--- config.mk ---
export PLATFORM = sky130hd
export DESIGN_NAME = cpcmd_engine
export DESIGN_NICKNAME = d
export VERILOG_FILES = /design/src/rtl/cpcmd_pkg.sv /design/src/rtl/cpcmd_regs.sv /design/src/rtl/cpcmd_decode.sv /design/src/rtl/cpcmd_stub.sv /design/src/rtl/cpcmd_engine.sv
export SDC_FILE = /design/constraint.sdc
export NUM_CORES = 1
export LEC_CHECK = 0
export ABC_AREA = 1
export BUFFER_PORTS_ARGS = -buffer_cell sky130_fd_sc_hd__buf_2
export CORE_MARGIN = 4
export CORE_UTILIZATION = 40
export CTS_BUF_LIST = sky130_fd_sc_hd__clkbuf_8 sky130_fd_sc_hd__clkbuf_16
export CTS_CLUSTER_DIAMETER = 50
export DETAILED_ROUTE_END_ITERATION = 16
export PLACE_DENSITY_LB_ADDON = 0.05
export SETUP_SLACK_MARGIN = 0.05
export SYNTH_ARGS = -nofsm -noshare
export SYNTH_HDL_FRONTEND = slang
export SYNTH_SLANG_ARGS = --single-unit
--- constraint.sdc ---
create_clock -name clk -period 2.2 [get_ports clk]
set_input_delay 0.33 -clock clk [delete_from_list [all_inputs] [get_ports clk]]
set_output_delay 0.33 -clock clk [all_outputs]
set_load 0.01 [all_outputs]
--- src/rtl/cpcmd_pkg.sv ---
// Shared field positions, opcodes and descriptor type for the command engine.
// Assumes a 32-bit register word and a 2-bit register address.
package cpcmd_pkg;
    localparam int WORD_W    = 32;
    localparam int ADDR_W    = 2;
    localparam int OPC_W     = 4;
    localparam int DEV_W     = 8;
    localparam int PROTO_W   = 8;
    localparam int UNIT_W    = 7;

    localparam int FLAG_BIT       = 16;
    localparam int OPC_LSB        = WORD_W - OPC_W;
    localparam int UNIT_LSB       = OPC_LSB - UNIT_W;
    localparam int THREAD_LSB     = FLAG_BIT + 1;
    localparam int PROTO_LSB_NORM = 6;
    localparam int PROTO_LSB_USB  = 4;
    localparam int PROTO_LSB_RISC = 8;
    localparam int PROTO_LSB_PAGE = 0;

    localparam logic [OPC_W-1:0]  OPC_RESET = 4'h0;
    localparam logic [OPC_W-1:0]  OPC_RISC  = 4'h6;
    localparam logic [OPC_W-1:0]  OPC_PAGE  = 4'h7;
    localparam logic [UNIT_W-1:0] UNIT_USB  = 7'h13;

    typedef enum logic [ADDR_W-1:0] {
        ADR_DATA = 2'd0,
        ADR_CMD  = 2'd1,
        ADR_STAT = 2'd2,
        ADR_RSVD = 2'd3
    } reg_addr_e;

    typedef struct packed {
        logic [OPC_W-1:0]   opcode;
        logic [DEV_W-1:0]   device;
        logic [PROTO_W-1:0] proto;
        logic [WORD_W-1:0]  data;
    } cmd_desc_t;
endpackage

--- src/rtl/cpcmd_regs.sv ---
// Register file: data word, command word with go flag, sticky overrun.
// Assumes done only pulses while busy. Reads are combinational.
module cpcmd_regs
    import cpcmd_pkg::*;
(
    input  logic              clk,
    input  logic              rst_n,
    input  logic              wr_en,
    input  logic [ADDR_W-1:0] wr_addr,
    input  logic [WORD_W-1:0] wr_data,
    input  logic              wr_flag,
    input  logic              done,
    input  logic [ADDR_W-1:0] rd_addr,
    output logic [WORD_W-1:0] rd_data,
    output logic [WORD_W-1:0] data_q,
    output logic              busy,
    output logic              start,
    output logic              overrun_q
);
    logic [WORD_W-1:0] cmd_q;
    logic              cmd_wr;
    logic              data_wr;

    // Decode the write strobes and the accept condition.
    always_comb begin
        cmd_wr  = wr_en && (wr_addr == ADR_CMD);
        data_wr = wr_en && (wr_addr == ADR_DATA);
        start   = cmd_wr && wr_flag && !busy;
    end

    assign busy = cmd_q[FLAG_BIT];

    // Hold the data, command and overrun state.
    always_ff @(posedge clk) begin
        if (!rst_n) begin
            data_q    <= '0;
            cmd_q     <= '0;
            overrun_q <= 1'b0;
        end else begin
            if (data_wr)
                data_q <= wr_data;
            if (done)
                cmd_q[FLAG_BIT] <= 1'b0;
            if (cmd_wr && !busy)
                cmd_q <= wr_data;
            if (cmd_wr && busy)
                overrun_q <= 1'b1;
        end
    end

    // Select the read word.
    always_comb begin
        case (reg_addr_e'(rd_addr))
            ADR_DATA: rd_data = data_q;
            ADR_CMD:  rd_data = cmd_q;
            ADR_STAT: rd_data = {{(WORD_W-1){1'b0}}, overrun_q};
            default:  rd_data = '0;
        endcase
    end
endmodule

--- src/rtl/cpcmd_decode.sv ---
// Field decode: turns a command word and the data word into a descriptor.
// Field positions move with the opcode and with the target unit.
module cpcmd_decode
    import cpcmd_pkg::*;
(
    input  logic [WORD_W-1:0] cmd_word,
    input  logic [WORD_W-1:0] data_word,
    output logic              flag_set,
    output cmd_desc_t         desc
);
    logic [UNIT_W-1:0] unit;

    assign flag_set = cmd_word[FLAG_BIT];
    assign unit     = cmd_word[UNIT_LSB +: UNIT_W];

    // Choose the field layout for the opcode.
    always_comb begin
        desc        = '0;
        desc.opcode = cmd_word[OPC_LSB +: OPC_W];
        if (desc.opcode != OPC_RESET) begin
            desc.data = data_word;
            if (desc.opcode == OPC_PAGE) begin
                desc.device = cmd_word[THREAD_LSB +: DEV_W];
                desc.proto  = cmd_word[PROTO_LSB_PAGE +: PROTO_W];
            end else if (desc.opcode == OPC_RISC) begin
                desc.device = cmd_word[THREAD_LSB +: DEV_W];
                desc.proto  = cmd_word[PROTO_LSB_RISC +: PROTO_W];
            end else begin
                desc.device = DEV_W'(unit);
                if (unit == UNIT_USB)
                    desc.proto = cmd_word[PROTO_LSB_USB +: PROTO_W];
                else
                    desc.proto = cmd_word[PROTO_LSB_NORM +: PROTO_W];
            end
        end
    end
endmodule

--- src/rtl/cpcmd_stub.sv ---
// Execution stub: counts a programmed run length, then pulses done once.
// Assumes start never arrives while a run is in progress.
module cpcmd_stub #(
    parameter int LAT_W = 8
) (
    input  logic             clk,
    input  logic             rst_n,
    input  logic             start,
    input  logic [LAT_W-1:0] latency,
    output logic             done
);
    logic             running;
    logic [LAT_W-1:0] cnt;

    // Load the counter on start, count down, and pulse done at the end.
    always_ff @(posedge clk) begin
        if (!rst_n) begin
            running <= 1'b0;
            cnt     <= '0;
            done    <= 1'b0;
        end else begin
            done <= 1'b0;
            if (start) begin
                running <= 1'b1;
                cnt     <= (latency == '0) ? LAT_W'(1) : latency;
            end else if (running) begin
                if (cnt == LAT_W'(1)) begin
                    done    <= 1'b1;
                    running <= 1'b0;
                end else begin
                    cnt <= cnt - LAT_W'(1);
                end
            end
        end
    end
endmodule

--- src/rtl/cpcmd_engine.sv ---
// Top of the command engine: registers, decode, descriptor latch, stub.
// Assumes one host writer; the descriptor is valid for one cycle per command.
module cpcmd_engine
    import cpcmd_pkg::*;
#(
    parameter int LAT_W = 8
) (
    input  logic               clk,
    input  logic               rst_n,
    input  logic               wr_en,
    input  logic [ADDR_W-1:0]  wr_addr,
    input  logic [WORD_W-1:0]  wr_data,
    input  logic [ADDR_W-1:0]  rd_addr,
    output logic [WORD_W-1:0]  rd_data,
    input  logic [LAT_W-1:0]   exec_latency,
    output logic               desc_valid,
    output logic [OPC_W-1:0]   desc_opcode,
    output logic [DEV_W-1:0]   desc_device,
    output logic [PROTO_W-1:0] desc_proto,
    output logic [WORD_W-1:0]  desc_data,
    output logic               exec_done,
    output logic               overrun
);
    logic [WORD_W-1:0] data_q;
    logic              busy;
    logic              start;
    logic              wr_flag;
    cmd_desc_t         dec_desc;
    cmd_desc_t         desc_q;
    logic              desc_valid_q;

    cpcmd_regs u_regs (
        .clk       (clk),
        .rst_n     (rst_n),
        .wr_en     (wr_en),
        .wr_addr   (wr_addr),
        .wr_data   (wr_data),
        .wr_flag   (wr_flag),
        .done      (exec_done),
        .rd_addr   (rd_addr),
        .rd_data   (rd_data),
        .data_q    (data_q),
        .busy      (busy),
        .start     (start),
        .overrun_q (overrun)
    );

    cpcmd_decode u_decode (
        .cmd_word  (wr_data),
        .data_word (data_q),
        .flag_set  (wr_flag),
        .desc      (dec_desc)
    );

    // Latch the descriptor when a command is accepted.
    always_ff @(posedge clk) begin
        if (!rst_n) begin
            desc_q       <= '0;
            desc_valid_q <= 1'b0;
        end else begin
            desc_valid_q <= start;
            if (start)
                desc_q <= dec_desc;
        end
    end

    cpcmd_stub #(.LAT_W(LAT_W)) u_stub (
        .clk     (clk),
        .rst_n   (rst_n),
        .start   (desc_valid_q),
        .latency (exec_latency),
        .done    (exec_done)
    );

    assign desc_valid  = desc_valid_q;
    assign desc_opcode = desc_q.opcode;
    assign desc_device = desc_q.device;
    assign desc_proto  = desc_q.proto;
    assign desc_data   = desc_q.data;
endmodule

* Word level (Yosys, flattened, before mapping)
Cells that the tools add are included.
Word-level totals: register bits 128, input port bits 47, output and inout port bits 87
Cells by class: $add $sub $neg 1, eq/ne operators 8, multiplexer cells 15, bitwise operators 2, reduce and logical (&&, ||, !) cells 15
Operators by type and width (count):
- 32-bit one-hot mux with 3 select lines | 1
- 48-bit 2-to-1 mux | 1
- 8-bit 2-to-1 mux | 5
- 16-bit 2-to-1 mux | 2
- 17-bit 2-to-1 mux | 1
- 4-bit by 3-bit equality test with 1-bit output (second input constant) | 2
- 8-bit by 1-bit equality test with 1-bit output (second input constant) | 1
- 8-bit logical NOT | 1
- 8-bit by 1-bit subtractor with 8-bit output (second input constant) | 1
- 7-bit by 5-bit equality test with 1-bit output (second input constant) | 1
- 1-bit logical AND | 6
- 1-bit 2-to-1 mux | 5
- 2-bit by 1-bit equality test with 1-bit output (second input constant) | 2
- 2-bit logical NOT | 2
- 2-bit nonzero test | 2
- 4-bit nonzero test | 1
- 3-bit OR reduction | 1
- 2-bit equality test (second input constant) | 1
- 2-bit inequality test (second input constant) | 1
- 1-bit inverter | 2
- 2-bit AND reduction | 1
- 1-bit logical NOT | 1

* Depth between registers and ports, before layout
depth in word-level cells 5, gate-level depth with buffers 9, gate-level depth less buffers 9

* By module
A second synthesis with hierarchy kept.
Unflattened totals: cells, all modules 1021, area total of the unflattened synthesis 6613.8 um^2
Modules (own cells, without submodules):
- cpcmd_regs | instances 1, cells each 400, area an instance 2907.8 um^2, seq. area each 1301.2 um^2
- cpcmd_engine | instances 1, cells each 333, area an instance 2174.6 um^2, seq. area each 1061.0 um^2
- cpcmd_decode | instances 1, cells each 181, area an instance 852.1 um^2, seq. area each 0.0 um^2
- cpcmd_stub | instances 1, cells each 107, area an instance 679.4 um^2, seq. area each 200.2 um^2

* Worst setup path after synthesis
No wires, ideal clock.
path kind in2reg, start point input wr_data[28], end point register desc_q (netlist bit desc_device[4]), arrival time 1.202 ns, setup slack 0.866 ns, stages 9, path buffers 3, cells stage by stage buf_2 > nor2_1 > nand3_1 > nand3_4 > inv_2 > buf_6 > buf_6 > nand2_1 > a21oi_1
On the way: word-level cells in the longest chain between the ends 4, elaborated cells between the ends (all ways) 6, those cells by class eq/ne: 2; mux: 3; reduce/logical: 1
Ends and longest elaborated chain:
- start: declaration | RTL line cpcmd_engine.sv:12 | input logic [WORD_W-1:0] wr_data,
- 4-bit by 3-bit equality test with 1-bit output | RTL line cpcmd_decode.sv:25 | end else if (desc.opcode == OPC_RISC) begin
- 16-bit 2-to-1 mux | RTL line cpcmd_decode.sv:25
- 16-bit 2-to-1 mux | RTL line cpcmd_decode.sv:22 | if (desc.opcode == OPC_PAGE) begin
- 48-bit 2-to-1 mux (*) | RTL line cpcmd_decode.sv:20 | if (desc.opcode != OPC_RESET) begin
- end signal: assignment | RTL line cpcmd_engine.sv:63 | desc_q <= dec_desc;
- end: declaration | RTL line cpcmd_engine.sv:29 | cmd_desc_t desc_q;
Every way passes the cells marked *; elsewhere a longest branch is shown, timed or not. A chain may end at the register's enable or synchronous reset.

* Final worst setup path
start point register u_regs.cmd_q[16], end point output rd_data[16]
On the way: word-level cells in the longest chain between the ends 1
Ends and longest elaborated chain:
- start: declaration | RTL line cpcmd_regs.sv:20 | logic [WORD_W-1:0] cmd_q;
- start signal: assignment | RTL line cpcmd_regs.sv:45 | cmd_q <= wr_data;
- 32-bit one-hot mux with 3 select lines | RTL line cpcmd_regs.sv:53 | case (reg_addr_e'(rd_addr))
- end: declaration | RTL line cpcmd_engine.sv:14 | output logic [WORD_W-1:0] rd_data,
Every way passes these cells.

==> flow_summary.html <==
<table>
<tr><th>Metric</th><th>Value</th></tr>
<tr><th colspan="2">Logic synthesis</th></tr>
<tr><td>Post-synthesis instance area</td><td>5474 µm²</td></tr>
<tr><td>Unique cell type count in the Yosys netlist</td><td>23</td></tr>
<tr><td>Synthesized netlist cell count</td><td>775</td></tr>
<tr><td>Post-Syn Nets</td><td>824</td></tr>
<tr><td>Total of warnings raised by yosys</td><td>0</td></tr>
<tr><td>Cell taking the most area after synthesis</td><td>sky130_fd_sc_hd__dfxtp_1</td></tr>
<tr><td>Synth Register Bits</td><td>128</td></tr>
<tr><td>Proportion of netlist area held by the largest area contributor</td><td>46.81%</td></tr>
<tr><td>Sequential share of the synthesized area</td><td>46.81%</td></tr>
<tr><td>Mean instance size in the synthesized netlist</td><td>7.063 µm²</td></tr>
<tr><td>Synth top area cells</td><td>sky130_fd_sc_hd__dfxtp_1 47%, sky130_fd_sc_hd__nand2_1 13%, sky130_fd_sc_hd__a21oi_1 11%, sky130_fd_sc_hd__nand3_1 8.6%, sky130_fd_sc_hd__o21ai_0 7.8%</td></tr>
<tr><th colspan="2">Layout</th></tr>
<tr><td>N_diodes</td><td>0</td></tr>
<tr><td>Final-layout fill cell count</td><td>1350</td></tr>
<tr><td>Net count of the finished layout</td><td>941</td></tr>
<tr><td>Share of final-layout standard cells stronger than drive strength 1</td><td>20.58%</td></tr>
<tr><td>Signed area change from the synthesized netlist to the final layout</td><td>26.45%</td></tr>
<tr><td>Final std cell area, no fill</td><td>6922 µm²</td></tr>
<tr><td>Post-Route Utilization</td><td>51.86%</td></tr>
<tr><th colspan="2">Power and ir drop</th></tr>
<tr><td>Pwr dens</td><td>827.8 nW/µm²</td></tr>
<tr><td>Static leakage</td><td>0.003266 µW</td></tr>
<tr><td>Worst voltage drop across the vdd grid</td><td>0.0004566 V</td></tr>
<tr><th colspan="2">Route</th></tr>
<tr><td>Number of design rule violations left after detail routing</td><td>0</td></tr>
<tr><td>Initial drt markers</td><td>380</td></tr>
<tr><td>Vias per cell</td><td>5.125</td></tr>
<tr><td>WL per Instance</td><td>15.46 µm</td></tr>
<tr><td>Final wirelength</td><td>16.69 mm</td></tr>
<tr><td>Post-DRT Antenna Nets</td><td>0</td></tr>
<tr><td>Vias after detailed routing</td><td>5535</td></tr>
<tr><td>Number of detailed-route iterations in the first pass</td><td>5</td></tr>
<tr><th colspan="2">Worst setup path</th></tr>
<tr><td>WS Path Type</td><td>flop to output pin</td></tr>
<tr><td>Critical path fanouts, max</td><td>3</td></tr>
<tr><td>Crit path DAT</td><td>1.41 ns</td></tr>
<tr><td>Worst endpoint required time</td><td>1.87 ns</td></tr>
<tr><td>Kind of end point of the critical path</td><td>output pin</td></tr>
<tr><td>Startpoint kind of the worst setup timing path</td><td>flop</td></tr>
<tr><th colspan="2">Timing</th></tr>
<tr><td>Post-Route Skew</td><td>0.006564 ns</td></tr>
<tr><td>Final worst-path setup slack</td><td>0.4612 ns</td></tr>
<tr><td>Setup TNS</td><td>0 ns</td></tr>
<tr><td>Hold Violations, Final</td><td>0</td></tr>
<tr><td>Max_slew headroom</td><td>60.49%</td></tr>
<tr><td>Pin slew with the least headroom to its limit</td><td>0.5904 ns</td></tr>
<tr><td>Final worst path period need</td><td>1.739 ns</td></tr>
<tr><td>Final setup vio count</td><td>0</td></tr>
<tr><td>Setup repair after global routing missed its margin</td><td>false</td></tr>
<tr><td>Portion of the clock cycle consumed by the worst path in the final layout</td><td>79.03%</td></tr>
<tr><td>Max Transition Viols Final</td><td>0</td></tr>
<tr><td>Achievable clock frequency</td><td>575.1 MHz</td></tr>
<tr><th colspan="2">Placement</th></tr>
<tr><td>Placed cell area</td><td>6327 µm²</td></tr>
<tr><td>Hpwl dp</td><td>11.67 mm</td></tr>
<tr><td>Placer Congestion</td><td>0.8657</td></tr>
<tr><td>Port-buffer cells</td><td>133</td></tr>
<tr><td>Worst setup slack after placement</td><td>0.3906 ns</td></tr>
<tr><th colspan="2">Clock network</th></tr>
<tr><td>Number of instances resized during post-cts repair</td><td>0</td></tr>
<tr><td>Cts bufs inserted</td><td>17</td></tr>
<tr><td>CTS hold repair buffers</td><td>0</td></tr>
<tr><td>Post-CTS Setup Bufs</td><td>0</td></tr>
<tr><td>Clock insertion delay at the later pin of the skew report</td><td>0.41 ns</td></tr>
<tr><td>Bufs on Longest Clock Path</td><td>2</td></tr>
<tr><td>CTS tree</td><td>yes</td></tr>
<tr><td># H-tree levels</td><td>4</td></tr>
<tr><td>Root buffer cell</td><td>sky130_fd_sc_hd__clkbuf_16</td></tr>
<tr><td>Clock transition at the registers of the reported paths</td><td>0.05 ns</td></tr>
<tr><td>Number of clock sinks</td><td>128</td></tr>
<tr><th colspan="2">Worst hold path</th></tr>
<tr><td>Tightest Hold Check Type</td><td>input port to flop</td></tr>
<tr><th colspan="2">GRT</th></tr>
<tr><td>Pin count of the biggest net entering global routing</td><td>52</td></tr>
<tr><td>Global-route wire length before repair</td><td>26.98 mm</td></tr>
<tr><td>Number of antenna violations at the first check in global routing</td><td>0</td></tr>
<tr><td>Via count of the first global-routing pass</td><td>5173</td></tr>
<tr><td>Overall overflow remaining after global route</td><td>0</td></tr>
<tr><td>All-Layer GR Usage</td><td>21.22%</td></tr>
<tr><th colspan="2">Outcome</th></tr>
<tr><td>Result of the run</td><td>finished, final reports clean</td></tr>
<tr><th colspan="2">Flow run</th></tr>
<tr><td>Max capacitance violation total</td><td>0</td></tr>
<tr><th colspan="2">Floorplan</th></tr>
<tr><td>Cell Rows</td><td>42</td></tr>
<tr><td>Initial Utilization</td><td>41.01%</td></tr>
<tr><td>Die extent in x</td><td>125.0 µm</td></tr>
<tr><td>Chip height</td><td>125.0 µm</td></tr>
<tr><td>Ports placed on the boundary</td><td>134</td></tr>
<tr><td>Area of the die</td><td>15620 µm²</td></tr>
<tr><td>Standard cell core area</td><td>13350 µm²</td></tr>
</table>
## state kept, by name (all words and copies together), names as in the netlist, 4 cells and up
| name | count |
|---|---|
| desc_device | 8 |
| desc_data | 32 |
| u_regs.data_q | 32 |
| desc_opcode | 4 |
| desc_proto | 8 |
| u_stub.cnt | 8 |
| u_regs.cmd_q | 32 |
## power breakdown
| group | switching [µW] | total, µW | internal (µW) |
|---|---|---|---|
| Combinational | 330 | 500 | 169 |
| Clock | 957 | 2780 | 1820 |
| Sequential | 50.2 | 2450 | 2400 |
| Total | 1340 | 5730 | 4390 |
## cell usage in the layout, fill, tap and decap left out, types with 6 or more instances in the layout
cell,instances
sky130_fd_sc_hd__clkbuf_16,17
sky130_fd_sc_hd__clkbuf_8,6
sky130_fd_sc_hd__nor2_1,44
sky130_fd_sc_hd__o21ai_0,85
sky130_fd_sc_hd__buf_4,12
sky130_fd_sc_hd__a21oi_1,117
sky130_fd_sc_hd__buf_2,133
sky130_fd_sc_hd__nand2_1,189
sky130_fd_sc_hd__nand3_1,94
sky130_fd_sc_hd__dfxtp_1,128
sky130_fd_sc_hd__inv_1,48
## layer usage
metal  GRT usage [%]  vias up  wire length, µm  share of wire [%]
met5               0        -                0                  0
met2           33.38      171             7775                 47
met3           4.648       29              835                5.0
met4           8.865        0              405                2.4
li1                -     2797                -                  -
met1           28.31     2538             7677                 46
## cell usage after synthesis (all sizes together)
cell type / number
o31ai: 2
o21ai: 85
clkbuf: 43
nor2: 46
a22oi: 1
xnor2: 1
inv: 48
clkinv: 1
xor2: 3
o21a: 1
a21oi: 117
dfxtp: 128
nand4: 2
buf: 8
ha: 2
nand3: 97
nand2: 190
## worst max-delay path, cell delays in order (launching register included)
cell	delay [ns]
sky130_fd_sc_hd__dfxtp_1	0.37
sky130_fd_sc_hd__inv_1	0.09
sky130_fd_sc_hd__o31ai_1	0.33
sky130_fd_sc_hd__buf_2	0.21
## path summary, 6_finish.rpt
path / slack (ns) / endpoint / from / cells past startpoint
worst max-delay path: 0.46 / rd_data[16] / u_regs.cmd_q[16] / 3
worst min-delay path: 0.20 / u_regs.cmd_q[15] / wr_data[15] / 3
worst max register to register: 0.68 / u_stub.cnt[1] / u_stub.cnt[3] / 7
worst min register to register: 0.46 / desc_data[21] / desc_data[21] / 2
## cell type report
type	count	area, µm²	area share, %
flip-flops and latches	128	2562	37.02
multi-input cells	547	2525	36.48
repair buffers	149	835.8	12.08
clock buffers	23	508.0	7.339
well taps	176	220.2	3.181
inverters	49	183.9	2.657
clock inverters	8	86.33	1.247
## stage by stage
step / power, µW / cells / hold WS (ns)
2_1_floorplan: 2791 / 775 / 0.4409
3_3_place_gp: 2989 / 1049 / 0.4488
3_5_place_dp: 2996 / 1049 / 0.4531
4_1_cts: 5778 / 1080 / 0.1898
5_1_grt: 5951 / 1080 / 0.2020
6_report: 5730 / 1080 / 0.1999
## kinds of logic (layout without fill, tap and decap cells)
logic type	Yosys count	in the layout	share of synthesized area (%)
compound gates	206	206	19.02
flops	128	128	46.81
fa+ha+maj	2	2	0.4571
buf+inv	100	229	7.246
simple gates	335	335	25.83
xor+xnor	4	4	0.6401
No activity file was read; power rests on OpenSTA's default activity.
